===== src/rtl/split_approx_adder.sv =====
module split_approx_adder #(
  parameter int WIDTH = 16
) (
  input  logic [WIDTH-1:0] a_i,
  input  logic [WIDTH-1:0] b_i,
  output logic [WIDTH:0]   sum_o
);
  localparam int LO = WIDTH / 2;
  localparam int HI = WIDTH - LO;

  logic [HI:0]   hi_sum;
  logic [LO-1:0] both;
  logic [LO-1:0] lock;
  logic [LO-1:0] lo_sum;

  assign hi_sum = {1'b0, a_i[WIDTH-1:LO]} + {1'b0, b_i[WIDTH-1:LO]};
  assign both   = a_i[LO-1:0] & b_i[LO-1:0];

  for (genvar i = 0; i < LO; i++) begin : g_low
    if (i == LO - 1) begin : g_top
      assign lock[i] = both[i];
    end else begin : g_rest
      assign lock[i] = both[i] | lock[i+1];
    end
    assign lo_sum[i] = lock[i] | (a_i[i] ^ b_i[i]);
  end

  assign sum_o = {hi_sum, lo_sum};
endmodule


===== config.mk =====
export PLATFORM = sky130hd
export DESIGN_NAME = split_approx_adder
export DESIGN_NICKNAME = d
export VERILOG_FILES = /design/src/rtl/split_approx_adder.sv
export SDC_FILE = /design/constraint.sdc
export NUM_CORES = 1
export LEC_CHECK = 0
export ABC_CLOCK_PERIOD_IN_PS = 3900
export BUFFER_PORTS_ARGS = -buffer_cell sky130_fd_sc_hd__buf_2
export CELL_PAD_IN_SITES_DETAIL_PLACEMENT = 0
export CELL_PAD_IN_SITES_GLOBAL_PLACEMENT = 2
export CORE_MARGIN = 8
export CORE_UTILIZATION = 18
export DETAILED_ROUTE_END_ITERATION = 10
export PLACE_DENSITY = 0.88
export SLEW_MARGIN = 20
export SYNTH_ARGS = -nofsm -noshare
export SYNTH_HDL_FRONTEND = slang
export SYNTH_SLANG_ARGS = --single-unit

===== constraint.sdc =====
create_clock -name vclk -period 3.9
set_input_delay 0.78 -clock vclk [all_inputs]
set_output_delay 0.78 -clock vclk [all_outputs]
set_load 0.01 [all_outputs]

Word level (Yosys, flattened, before mapping)
Index checks and enable logic that the tools add are counted.
{ "totals": {"reg_bits": 0, "inputBits": 32, "output_inout_bits": 17} }
{ "op_classes": {"addsub": 1, "n_bitwise": 24} }
{ "ops": {"columns": ["op", "n"], "rows": [
  ["$or 1x1->1", 15],
  ["$add 8x8->9", 1],
  ["$and 8x8->8", 1],
  ["$xor 1x1->1", 8]
]} }

Logic depth before layout (Yosys ltp)
{ "depth": {"word_depth": 9, "mapped_depth": 7, "ltp_nobuf": 7} }

Worst setup path before layout
Ideal clock, no wire load.
{ "synth_path": {"kind": "input port to output port", "start": "in a_i[8]", "end": "out sum_o[14]", "arrival_time_ns": 2.158, "path_slack_ns": 0.962, "cell_stages": 7, "path_cell_list": "ha_1 -> fa_1 -> a21o_1 -> a21oi_1 -> o21ai_0 -> nor2_1 -> xnor2_1"} }
{ "synth_via": {"elab_chain_cells": 1} }
{ "synth_lines": {"columns": ["element", "line", "rtl"], "rows": [
  ["start: declaration", "4", "input logic [WIDTH-1:0] a_i,"],
  ["$add 8x8->9", "16", "assign hi_sum = {1'b0, a_i[WIDTH-1:LO]} + {1'b0, b_i[WIDTH-1:LO]};"],
  ["end: declaration", "6", "output logic [WIDTH:0] sum_o"]
]} }
No other way between the ends.

Worst setup path in the final report
Ends and elaborated chain as after synthesis.

==> impl_metrics.json <==
{
  "status": "finished clean",
  "path_max_fanout": 2,
  "yosysTopAreaCellShare_pct": 41.2,
  "synth.area.top_cells": "ha_1, xnor2_1, a21oi_1",
  "postCtsResizedCells": 0,
  "slowest_delay_ns": 0.40,
  "drtAntennaViolNets": 0,
  "final_util_pct": 30.3,
  "post-cts-setup-buffers": 0,
  "maxSlewHeadroom_pct": 79.2,
  "grt_pass1_vias": 584,
  "min_path_cells": 3,
  "core_um2": 2430,
  "maxCapViolCount": 0,
  "syn-num-nets": 102,
  "path_common_cell": "buf_2",
  "via_count": 577,
  "wl_per_cell_um": 11.8,
  "placed_area_um2": 738,
  "final_common_cell": "buf_2",
  "period_needed_ns": 3.28,
  "criticalPathCategory": "in2out",
  "hp-class": "in2out",
  "path_cells": "buf_2 > ha_1 > fa_1 > a21o_1 > a21oi_1 > o21ai_0 > nor2_1 > xnor2_1 > buf_2",
  "worst_slack_ns": 0.617,
  "start_kind": "primary input",
  "synth_area_per_cell_um2": 8.43,
  "final_cell_mix": "buf_2, ha_1, xnor2_1, a21oi_1, nor2_1",
  "tightest_slew_ns": 0.311,
  "seq_area_frac_synth_pct": 0,
  "area_growth_pct": 62.1,
  "cp.arrival_ns": 2.50,
  "hold_viol": 0,
  "syn_inst": 54,
  "std_cell_rows": 18,
  "syn_area_um2": 455,
  "hold_slack_ns": 1.87,
  "die_area_um2": 4400,
  "vdd_drop_max_mv": 0.0625,
  "pin_count": 49,
  "setup_viol": 0,
  "grt_use_total_pct": 6.17,
  "synth.largest_area_cell": "ha_1",
  "cp.required_ns": 3.12,
  "dp.final_hpwl_um": 1500,
  "viasPerCell": 4.34,
  "slew_violations": 0,
  "drtPass1Iterations": 4,
  "dp_slack_ns": 0.623,
  "tns_ns": 0,
  "yosysWarnings": 0,
  "synth.distinct_cells": 24,
  "leakagePower_nw": 0.390,
  "fillers": 284,
  "initial_core_util_pct": 18.7,
  "die_x_um": 66.3,
  "cts-hold-fix-buffers": 0,
  "portBuffers": 49,
  "die_y_um": 66.3,
  "cp_slowest_cell": "fa_1",
  "nClkBuffers": 0,
  "seq_cells": 0,
  "overflow": 0,
  "p_per_area_nw_per_um2": 149,
  "globalplace.congestion": 0.769,
  "n_antenna_cell": 0,
  "final_nets": 153,
  "seqCellArea_um2": 0,
  "dr.first_iter.drc_count": 8,
  "drc": 0,
  "grt_antenna_before_repair": 0,
  "drive_gt1_share_pct": 51.5,
  "fin_crit_sh_pct": 84.2,
  "rsz0062_at_grt": "no",
  "max_freq_ghz": 0.305,
  "grt_max_degree": 5,
  "design_area_um2": 738,
  "worstHoldEndpoint": "sum_o[8]",
  "endpoint_kind": "primary output",
  "grt_first_pass_wirelength_um": 2360,
  "hold_start": "b_i[8]",
  "wl_um": 1570
}
## area by class of cell
cell class / count / area [um^2] / area share (%)
well taps: 30 / 37.5 / 5.08
repair buffers: 49 / 245 / 33.2
inverters: 1 / 3.75 / 0.508
multi-input cells: 53 / 452 / 61.2
## synthesized netlist by cell type
| cell | number |
|---|---|
| xnor2_1 | 5 |
| nor2b_1 | 1 |
| xor2_1 | 1 |
| a21o_1 | 1 |
| a2111oi_2 | 1 |
| or2b_1 | 1 |
| or3_1 | 2 |
| ha_1 | 15 |
| a211o_2 | 1 |
| nand3b_1 | 1 |
| o21a_1 | 1 |
| o22ai_1 | 1 |
| a21boi_0 | 1 |
| nand2_1 | 3 |
| nand2b_1 | 2 |
| nor4_1 | 1 |
| or2_2 | 2 |
| o21ai_0 | 2 |
| nor2_1 | 4 |
| a2111o_1 | 1 |
| nor3_1 | 1 |
| a21oi_1 | 4 |
| inv_1 | 1 |
| fa_1 | 1 |
## kinds of logic after synthesis
kind of cell	Yosys count	share of synthesized area [%]
xor gates and xnor gates	6	11.5
AOI/OAI and AO/OA	13	20.9
adders and majority gates	16	45.6
and+or+nand+nor	18	21.2
buffers and inverters	1	0.823
## worst max-delay path by stage
stage,from,to,slack (ns)
after floorplan,a_i[8],sum_o[14],0.96
after global placement,a_i[8],sum_o[14],0.70
after detailed placement,a_i[8],sum_o[14],0.62
after CTS,a_i[8],sum_o[14],0.61
after global routing,a_i[8],sum_o[14],0.44
final,a_i[8],sum_o[14],0.62
## metrics by stage
step / std cells / total power [mW]
floorplan: 54 / 0.0636
global placement: 133 / 0.110
detailed placement: 133 / 0.112
CTS: 133 / 0.113
global route: 133 / 0.124
finish: 133 / 0.110
## critical path, delay by kind of cell
family / cells / cell delay [ns]
adder cells (fa/ha/maj): 2 / 0.62
buffers and inverters: 2 / 0.25
XOR/XNOR: 1 / 0.13
AND/OR/NAND/NOR: 1 / 0.13
AO/OA/AOI/OAI: 3 / 0.59
## power breakdown
part,internal [mW],leakage [nW],total (mW),switching (mW)
clock network,0,0,0,0
logic,0.0558,0.390,0.110,0.0545
registers,0,0,0,0
total,0.0558,0.390,0.110,0.0545
## metal layers
layer  part of all wire [%]  track usage, %  vias to the layer above  wire length (um)
met1                     37            6.34                      260               583
li1                       -               -                      300                 -
met3                    7.2           0.678                        0               113
met2                     56            13.3                       17               871
met4                      0               0                        0                 0
met5                      0               0                        -                 0
Power figures use the tool's default switching activity.
